## config.mk

```make
export PLATFORM = sky130hd
export DESIGN_NAME = cell_pixel_serializer
export DESIGN_NICKNAME = d
export VERILOG_FILES = /design/src/rtl/cps_pkg.sv /design/src/rtl/cell_attr_buf.sv /design/src/rtl/pix_shifter.sv /design/src/rtl/pat_addr_gen.sv /design/src/rtl/colour_map.sv /design/src/rtl/cell_pixel_serializer.sv
export SDC_FILE = /design/constraint.sdc
export NUM_CORES = 1
export LEC_CHECK = 0
export ABC_AREA = 1
export BUFFER_PORTS_ARGS = -buffer_cell sky130_fd_sc_hd__buf_4
export CORE_MARGIN = 2
export CORE_UTILIZATION = 60
export DETAILED_ROUTE_END_ITERATION = 12
export GPL_TIMING_DRIVEN = 0
export HOLD_SLACK_MARGIN = 0.05
export PLACE_DENSITY = 0.77
export SLEW_MARGIN = 20
export SYNTH_ARGS = -nofsm -noshare
export SYNTH_HDL_FRONTEND = slang
export SYNTH_SLANG_ARGS = --single-unit
```

## constraint.sdc

```tcl
create_clock -name clk -period 2.15 [get_ports clk]
set_input_delay 0.1075 -clock clk [delete_from_list [all_inputs] [get_ports clk]]
set_output_delay 0.1075 -clock clk [all_outputs]
set_load 0.005 [all_outputs]
```

## src/rtl/cps_pkg.sv

```systemverilog
package cps_pkg;
  localparam int PHASE_W   = 3;
  localparam int COLOUR_W  = 4;
  localparam logic [PHASE_W-1:0] FETCH_PHASE = 3'd3;
  localparam logic [PHASE_W-1:0] LOAD_PHASE  = 3'd7;

  typedef logic [COLOUR_W-1:0] colour_t;

  typedef enum logic [1:0] {
    PAIR_BACK  = 2'b00,
    PAIR_SCR_H = 2'b01,
    PAIR_SCR_L = 2'b10,
    PAIR_CRAM  = 2'b11
  } pair_e;
endpackage

```

## src/rtl/cell_attr_buf.sv

```systemverilog
module cell_attr_buf
  import cps_pkg::*;
#(
  parameter int N_COLS = 40,
  parameter int IDX_W  = 6,
  parameter int CODE_W = 8,
  parameter int ROW_W  = 3
) (
  input  logic                clk,
  input  logic                rst_n,
  input  logic [PHASE_W-1:0]  phase,
  input  logic [ROW_W-1:0]    row_in_cell,
  input  logic [IDX_W-1:0]    cell_idx,
  input  logic [CODE_W-1:0]   scr_data,
  input  colour_t             col_data,
  output logic [CODE_W-1:0]   cur_code,
  output logic [CODE_W-1:0]   held_scr,
  output colour_t             held_col
);
  localparam int ENT_W = CODE_W + COLOUR_W;

  logic [ENT_W-1:0] line_mem [N_COLS];
  logic [ENT_W-1:0] cur_ent;
  logic [ENT_W-1:0] held_ent;
  logic [ENT_W-1:0] fetched;
  logic [ENT_W-1:0] stored;
  logic             fetch_now;
  logic             first_row;
  logic             in_range;

  assign fetched   = {col_data, scr_data};
  assign fetch_now = (phase == FETCH_PHASE);
  assign first_row = (row_in_cell == '0);
  assign in_range  = (int'(cell_idx) < N_COLS);
  assign stored    = in_range ? line_mem[cell_idx] : '0;

  always_ff @(posedge clk) begin
    if (fetch_now && first_row && in_range) begin
      line_mem[cell_idx] <= fetched;
    end
  end

  always_ff @(posedge clk) begin
    if (!rst_n) begin
      cur_ent  <= '0;
      held_ent <= '0;
    end else begin
      if (fetch_now) begin
        cur_ent <= first_row ? fetched : stored;
      end
      if (phase == LOAD_PHASE) begin
        held_ent <= cur_ent;
      end
    end
  end

  assign cur_code = cur_ent[CODE_W-1:0];
  assign held_scr = held_ent[CODE_W-1:0];
  assign held_col = held_ent[ENT_W-1:CODE_W];

  p_capture_r9: assert property (@(posedge clk) disable iff (!rst_n)
    (fetch_now && first_row) |=> (cur_ent == $past(fetched)));

  p_hold_stable_r6: assert property (@(posedge clk) disable iff (!rst_n)
    (phase != LOAD_PHASE) |=> $stable(held_ent));

  p_hold_latch_r6: assert property (@(posedge clk) disable iff (!rst_n)
    (phase == LOAD_PHASE) |=> (held_ent == $past(cur_ent)));
endmodule

```

## src/rtl/pix_shifter.sv

```systemverilog
module pix_shifter
  import cps_pkg::*;
#(
  parameter int PAT_W = 8
) (
  input  logic               clk,
  input  logic               rst_n,
  input  logic [PHASE_W-1:0] phase,
  input  logic               mc_mode,
  input  logic [PAT_W-1:0]   pat_data,
  output logic [1:0]         top_pair
);
  logic [PAT_W-1:0] sr;
  logic             load_now;

  assign load_now = (phase == LOAD_PHASE);

  always_ff @(posedge clk) begin
    if (!rst_n) begin
      sr <= '0;
    end else if (load_now) begin
      sr <= pat_data;
    end else if (mc_mode) begin
      if (phase[0]) begin
        sr <= {sr[PAT_W-3:0], 2'b00};
      end
    end else begin
      sr <= {sr[PAT_W-2:0], 1'b0};
    end
  end

  assign top_pair = sr[PAT_W-1:PAT_W-2];

  p_load_r2: assert property (@(posedge clk) disable iff (!rst_n)
    load_now |=> (sr == $past(pat_data)));

  p_mc_hold_r4: assert property (@(posedge clk) disable iff (!rst_n)
    (mc_mode && !phase[0]) |=> $stable(sr));

  p_mc_step_r4: assert property (@(posedge clk) disable iff (!rst_n)
    (mc_mode && phase[0] && !load_now) |=>
      ((sr[PAT_W-1:2] == $past(sr[PAT_W-3:0])) && (sr[1:0] == 2'b00)));

  p_hires_step_r3: assert property (@(posedge clk) disable iff (!rst_n)
    (!mc_mode && !load_now) |=>
      ((sr[PAT_W-1:1] == $past(sr[PAT_W-2:0])) && !sr[0]));
endmodule

```

## src/rtl/pat_addr_gen.sv

```systemverilog
module pat_addr_gen #(
  parameter int PBASE_W  = 3,
  parameter int CODE_W   = 8,
  parameter int ROW_W    = 3,
  parameter int SCRPOS_W = PBASE_W - 1 + CODE_W,
  parameter int ADDR_W   = PBASE_W + CODE_W + ROW_W
) (
  input  logic                bmp_mode,
  input  logic [PBASE_W-1:0]  pat_base,
  input  logic [SCRPOS_W-1:0] scr_pos,
  input  logic [CODE_W-1:0]   cur_code,
  input  logic [ROW_W-1:0]    row_in_cell,
  output logic [ADDR_W-1:0]   pat_addr
);
  logic [ADDR_W-1:0] bmp_addr;
  logic [ADDR_W-1:0] txt_addr;

  assign bmp_addr = {pat_base[PBASE_W-1], scr_pos, row_in_cell};
  assign txt_addr = {pat_base, cur_code, row_in_cell};
  assign pat_addr = bmp_mode ? bmp_addr : txt_addr;
endmodule

```

## src/rtl/colour_map.sv

```systemverilog
module colour_map
  import cps_pkg::*;
#(
  parameter int CODE_W = 8
) (
  input  logic [1:0]        top_pair,
  input  logic              mc_mode,
  input  logic [CODE_W-1:0] held_scr,
  input  colour_t           held_col,
  input  colour_t           bg_col,
  output colour_t           pix_col
);
  localparam int HALF = CODE_W / 2;

  always_comb begin
    if (mc_mode) begin
      unique case (pair_e'(top_pair))
        PAIR_BACK:  pix_col = bg_col;
        PAIR_SCR_H: pix_col = colour_t'(held_scr[CODE_W-1:HALF]);
        PAIR_SCR_L: pix_col = colour_t'(held_scr[HALF-1:0]);
        default:    pix_col = held_col;
      endcase
    end else begin
      pix_col = top_pair[1] ? held_col : bg_col;
    end
  end
endmodule

```

## src/rtl/cell_pixel_serializer.sv

```systemverilog
module cell_pixel_serializer
  import cps_pkg::*;
#(
  parameter int N_COLS  = 40,
  parameter int PBASE_W = 3,
  parameter int CODE_W  = 8,
  parameter int ROW_W   = 3,
  localparam int IDX_W    = $clog2(N_COLS),
  localparam int SCRPOS_W = PBASE_W - 1 + CODE_W,
  localparam int ADDR_W   = PBASE_W + CODE_W + ROW_W
) (
  input  logic                clk,
  input  logic                rst_n,
  input  logic [PHASE_W-1:0]  phase,
  input  logic                bmp_mode,
  input  logic                mc_mode,
  input  logic [PBASE_W-1:0]  pat_base,
  input  logic [SCRPOS_W-1:0] scr_pos,
  input  logic [ROW_W-1:0]    row_in_cell,
  input  logic [IDX_W-1:0]    cell_idx,
  input  logic [CODE_W-1:0]   scr_data,
  input  logic [COLOUR_W-1:0] col_data,
  output logic [ADDR_W-1:0]   pat_addr,
  input  logic [CODE_W-1:0]   pat_data,
  input  logic [COLOUR_W-1:0] bg_col,
  output logic [COLOUR_W-1:0] pix_col
);
  logic [CODE_W-1:0] cur_code;
  logic [CODE_W-1:0] held_scr;
  colour_t           held_col;
  logic [1:0]        top_pair;

  cell_attr_buf #(
    .N_COLS(N_COLS), .IDX_W(IDX_W), .CODE_W(CODE_W), .ROW_W(ROW_W)
  ) u_attr (
    .clk(clk), .rst_n(rst_n), .phase(phase), .row_in_cell(row_in_cell),
    .cell_idx(cell_idx), .scr_data(scr_data), .col_data(col_data),
    .cur_code(cur_code), .held_scr(held_scr), .held_col(held_col)
  );

  pat_addr_gen #(
    .PBASE_W(PBASE_W), .CODE_W(CODE_W), .ROW_W(ROW_W)
  ) u_addr (
    .bmp_mode(bmp_mode), .pat_base(pat_base), .scr_pos(scr_pos),
    .cur_code(cur_code), .row_in_cell(row_in_cell), .pat_addr(pat_addr)
  );

  pix_shifter #(.PAT_W(CODE_W)) u_shift (
    .clk(clk), .rst_n(rst_n), .phase(phase), .mc_mode(mc_mode),
    .pat_data(pat_data), .top_pair(top_pair)
  );

  colour_map #(.CODE_W(CODE_W)) u_map (
    .top_pair(top_pair), .mc_mode(mc_mode), .held_scr(held_scr),
    .held_col(held_col), .bg_col(bg_col), .pix_col(pix_col)
  );

  p_mc_back_r5: assert property (@(posedge clk) disable iff (!rst_n)
    (mc_mode && (top_pair == 2'b00)) |-> (pix_col == bg_col));

  p_hires_back_r3: assert property (@(posedge clk) disable iff (!rst_n)
    (!mc_mode && !top_pair[1]) |-> (pix_col == bg_col));
endmodule

```

**Word level (Yosys, flattened, before mapping)**

Memories as Yosys holds them, arrays and structs flattened.
Index checks and enable logic that the tools add are counted.
Widths: inputs -> output; s select.

- Bits in registers: 32
- Memory bits (writable): 480
- Input bits: 53
- Output and inout port bits: 18
- Memories: 1

- $lt $le $gt $ge: 1
- Equality and inequality tests: 5
- Multiplexer cells: 11
- Reduce and logical (&&, ||, !) cells: 4

Memories:

| name | words | width | read ports | clocked after memory_dff | wr ports | RTL line | RTL |
|---|---|---|---|---|---|---|---|
| u_attr.line_mem | 40 | 12 | 1 | 0 | 1 | cell_attr_buf.sv:22 | `logic [ENT_W-1:0] line_mem [N_COLS];` |

Operator list:

| kind | count |
|---|---|
| $mux 12 | 2 |
| $mux 8 | 3 |
| $mux 13 | 1 |
| $pmux 4 s3 | 1 |
| $mux 4 | 2 |
| $lt 6x6->1 const B | 1 |
| $eq 3x2->1 const B | 1 |
| $eq 3x3->1 const B | 1 |
| $logic_not 3->1 | 1 |
| $ne 3x2->1 const B | 1 |
| $eq 2x1->1 const B | 1 |
| $eq 2x2->1 const B | 1 |
| $logic_and 1x1->1 | 2 |
| $logic_not 2->1 | 1 |
| $mux 1 | 2 |

**Depth between registers and ports, before layout**

- Depth in word-level cells: 5
- Gate-level depth with buffers: 13
- Mapped depth without buffers: 11

**Hierarchy**

A second synthesis with hierarchy kept.

- Cells, all modules: 2320
- Area, all modules: 22512.8 um2

Modules (own cells, without submodules):

| module | instances | cells an instance | area each (um2) |
|---|---|---|---|
| cell_attr_buf | 1 | 2160 | 21585.7 |
| pix_shifter | 1 | 75 | 516.7 |
| colour_map | 1 | 49 | 252.7 |
| pat_addr_gen | 1 | 36 | 157.7 |

**Worst setup path after synthesis**

No wires, ideal clock.

- Path kind: input to register
- Start point: input port cell_idx[5]
- End point: memory u_attr.line_mem[16][0] (netlist bit), enable pin
- Data arrival time: 1.595 ns
- Required time: 1.770 ns
- Path slack: 0.174 ns
- Cell stages on the path: 5
- Path buffers: 2
- Path through: buf_2 -> nor3_1 -> clkbuf_1 -> inv_1 -> nor2_1

- Cells in the longest elaborated chain, start to end: 4

RTL lines:

| element | RTL line | RTL |
|---|---|---|
| start, declared | cell_pixel_serializer.sv:20 | `input logic [IDX_W-1:0] cell_idx,` |
| $lt 6x6->1 | cell_attr_buf.sv:34 | `assign in_range = (int'(cell_idx) < N_COLS);` |
| $logic_and 1x1->1 | cell_attr_buf.sv:38 | `if (fetch_now && first_row && in_range) begin` |
| $mux 1 | cell_attr_buf.sv:38 |  |
| $mux 1 (not written as such) | cell_attr_buf.sv:39 | `line_mem[cell_idx] <= fetched;` |
| end, declared | cell_attr_buf.sv:22 |  |

Parallel ways exist; a longest one is shown, timed or not.

**Worst setup path in the final report**

- Start point: input port row_in_cell[1]
- End point: memory u_attr.line_mem[26][5] (netlist bit), enable pin

- Cells in the longest elaborated chain, start to end: 5

RTL lines:

| element | RTL line | RTL |
|---|---|---|
| start, declared | cell_pixel_serializer.sv:19 | `input logic [ROW_W-1:0] row_in_cell,` |
| $logic_not 3->1 | cell_attr_buf.sv:33 | `assign first_row = (row_in_cell == '0);` |
| $logic_and 1x1->1 (2 in a row) | cell_attr_buf.sv:38 |  |
| $mux 1 | cell_attr_buf.sv:38 |  |
| $mux 1 (not written as such) | cell_attr_buf.sv:39 |  |

No other way between the ends.

==> impl_metrics.csv <==
group,metric,value,unit
run_status,status,"finished with violations",
run_status,violations,"negative setup slack",
clock_network,clkSinkCount,512,
final_layout,area_growth,15.0,%
clock_network,clock_path_buffers,3,
sta,setup_viol,325,
final_layout,fin_nets,2462,
sta,finClkSkew,0.0317,ns
pwr,p_int,16100,µW
global_routing,grt_usage,31.8,%
yosys,synth.cell_area,0.0222,mm²
detailed_routing,post_drt_wl_per_cell,20.7,µm
min_path,hold_class,"primary input to register",
worst_setup_path,criticalPathCategory,"primary input to register",
sta,fin_ws,-0.246,ns
yosys,yosysUniqueCellTypes,29,
detailed_routing,vias,16429,
worst_setup_path,critPathMaxFanout,12,
worst_setup_path,crit_path_start_kind,"primary input",
floorplan,die_area,0.0386,mm²
sta,period_needed,2.40,ns
pwr,p_total,20900,µW
floorplan,io_pins,71,
pwr,pwr-share-seq,52.4,%
floorplan,die_h,197,µm
sta,worstMarginPinSlew,0.795,ns
global_routing,grt_pass1_vias,15877,
worst_setup_path,worstPathRequired,2.39,ns
detailed_routing,ant_nets,0,
sta,finalHoldWorstSlack,0.0997,ns
flow_run,drv_cap,0,
clock_network,clkTransAtPathRegs,0.06,ns
yosys,yosysSeqAreaShare,67.7,%
clock_network,htree_levels,2,
global_routing,grt.overflow.total,0,
sta,finalHoldViolations,0,
final_layout,mostFrequentLayoutCells,"1061 x nand2_1, 480 x edfxtp_1, 231 x inv_1",
yosys,synth_nets,2302,
detailed_routing,wirelength,60.4,mm
sta,fin_crit_sh,111,%
clock_network,tritoncts.num_buffers,51,
sta,fmax,417,MHz
clock_network,cts_tree,"done",
sta,drv_slew,0,
floorplan,die_x,197,µm
floorplan,coreArea,0.0365,mm²
final_layout,final_common_cell,"nand2_1",
pwr,switchingPower,4810,µW
floorplan,initial_core_util,60.9,%
sta,relSlewSlack,46.8,%
pwr,pwr-share-clk,40.4,%
yosys,yosys_warnings,0,
clock_network,clock_latency,0.61,ns
floorplan,row_count,70,
yosys,synthCells,2249,
detailed_routing,via_per_inst,5.64,
final_layout,drive_gt1_share,11.0,%
pwr,combPwrFrac,7.2,%
pwr,sw_frac_of_total,23.0,%
sta,setup_tns,-46.79,ns
global_routing,grt_pass1_wl,90.8,mm
clock_network,root_buffer,"clkbuf_16",
placed_design,dp_hpwl,38.2,mm
pwr,p_leak,0.0109,µW
placed_design,dp_cells,2783,
yosys,ys_ff_latch,512,
global_routing,antenna_found_initial,1,
detailed_routing,dr.pass1.iters,5,
sta,rsz0062_at_grt,"yes",
detailed_routing,drtIter0Drc,1905,
worst_setup_path,endpoint_kind,"register",
worst_setup_path,cp.arrival,2.63,ns
pwr,peakVddDrop,0.652,mV
pwr,p_per_area,816,mW/mm²
placed_design,place_congestion,0.967,
yosys,postSynthAreaPerCell,9.89,µm²
detailed_routing,drcViolationCount,0,
placed_design,numPortBuffers,66,
final_layout,fillers,2591,
global_routing,grt_max_degree,42,
final_layout,final-instance-count-excl-fill,2914,
[cells by family (layout without fill, tap and decap cells)]
logic type	after synthesis	count (layout)	share of synthesized area (%)
multiplexers	10	10	0.506
buffers and inverters	342	538	6.41
AO/OA/AOI/OAI	122	122	3.07
other	0	1	0
AND/OR/NAND/NOR	1263	1263	22.3
flip-flops	512	512	67.7
[worst paths after layout]
path	start	to	slack, ns	cells after the start
max	row_in_cell[1]	u_attr.line_mem[26][5]$_DFFE_PP_	-0.25	6
min	cell_idx[5]	u_attr.cur_ent[0]$_SDFFE_PN0N_	0.1	5
max reg2reg	u_attr.line_mem[17][11]$_DFFE_PP_	u_attr.cur_ent[11]$_SDFFE_PN0N_	0.07	11
min reg2reg	u_attr.held_ent[4]$_SDFFE_PN0P_	u_attr.held_ent[4]$_SDFFE_PN0P_	0.46	2
[sequential cells by signal, summed over array words and instances (netlist names)]
register	cells
u_attr.held_ent	12
u_attr.line_mem	480
u_attr.cur_ent	12
u_shift.sr	8
[timing repair]
action | 4_1_cts | 5_1_grt
endpoints found under the hold margin | 335 | 0
pin swaps | 0 | 4
setup buffers | 0 | 5
endpoints found under the setup margin | 327 | 474
resized for setup | 27 | 31
hold buffers | 36 | 0
[Yosys cell counts]
master | count | share of area (%)
a31oi_1 | 1 | 0.028
buf_1 | 8 | 0.14
nor4_4 | 1 | 0.096
o211ai_1 | 7 | 0.24
a221oi_1 | 3 | 0.12
nand2_1 | 1061 | 18
buf_6 | 1 | 0.051
inv_1 | 231 | 3.9
o21bai_1 | 12 | 0.41
o22ai_1 | 6 | 0.17
buf_4 | 20 | 0.68
edfxtp_1 | 480 | 65
clkbuf_1 | 31 | 0.52
o21ai_1 | 6 | 0.14
nor2_4 | 2 | 0.10
clkinv_1 | 1 | 0.017
nor2_1 | 51 | 0.86
mux2_2 | 10 | 0.51
nand3_1 | 142 | 3.2
inv_2 | 3 | 0.051
dfxtp_1 | 32 | 2.9
nor2_2 | 1 | 0.028
or2_2 | 1 | 0.028
o21ai_0 | 49 | 1.1
nand2_2 | 1 | 0.028
a21oi_1 | 37 | 0.83
buf_2 | 47 | 1.1
a32oi_1 | 1 | 0.039
nor3_1 | 3 | 0.068
[power groups by stage]
stage               registers, µW  logic [µW]  clock network (µW)
finish                      10900        1500                8440
global placement            11100        1340                   0
CTS                         10900        1450                8440
global route                10900        1610                8860
detailed placement          11100        1370                   0
floorplan                   11100         734                   0
[per-stage QoR]
| step | area [µm²] | util (%) | setup slack [ns] |
|---|---|---|---|
| floorplan | 22200 | - | 0.174 |
| global placement | 23300 | 63.8 | -1.04 |
| detailed placement | 23400 | 64.0 | -0.929 |
| CTS | 25300 | 69.4 | -0.281 |
| global route | 25600 | 70.0 | -0.287 |
| finish | 25600 | 70.0 | -0.246 |
[metal layers]
layer	part of all wire, %	global-route usage (%)	vias to the layer above
met5	0	0	-
met4	4.5	14.9	0
met3	11	6.61	167
met2	46	50.0	981
met1	39	42.9	7685
li1	-	-	7596
[worst max-delay path: stages]
cell and delay (ns):
buf_4 0.11, nor2_1 0.29, nand2_1 0.19, nor4_4 0.52
nand3_1 0.69, nor2_4 0.71
[final cells by class]
| class | instances | area [µm²] | share of cell area, % |
|---|---|---|---|
| clock buffer | 60 | 1310 | 5.12 |
| antenna | 1 | 2.50 | 0.00978 |
| clock inverter | 29 | 233 | 0.910 |
| inverter | 235 | 882 | 3.45 |
| multi-input combinational | 1395 | 6010 | 23.5 |
| timing repair buffer | 107 | 956 | 3.74 |
| tap | 468 | 586 | 2.29 |
| buffer | 107 | 551 | 2.15 |
| sequential | 512 | 15100 | 58.9 |
No activity file was read; power rests on OpenSTA's default activity.
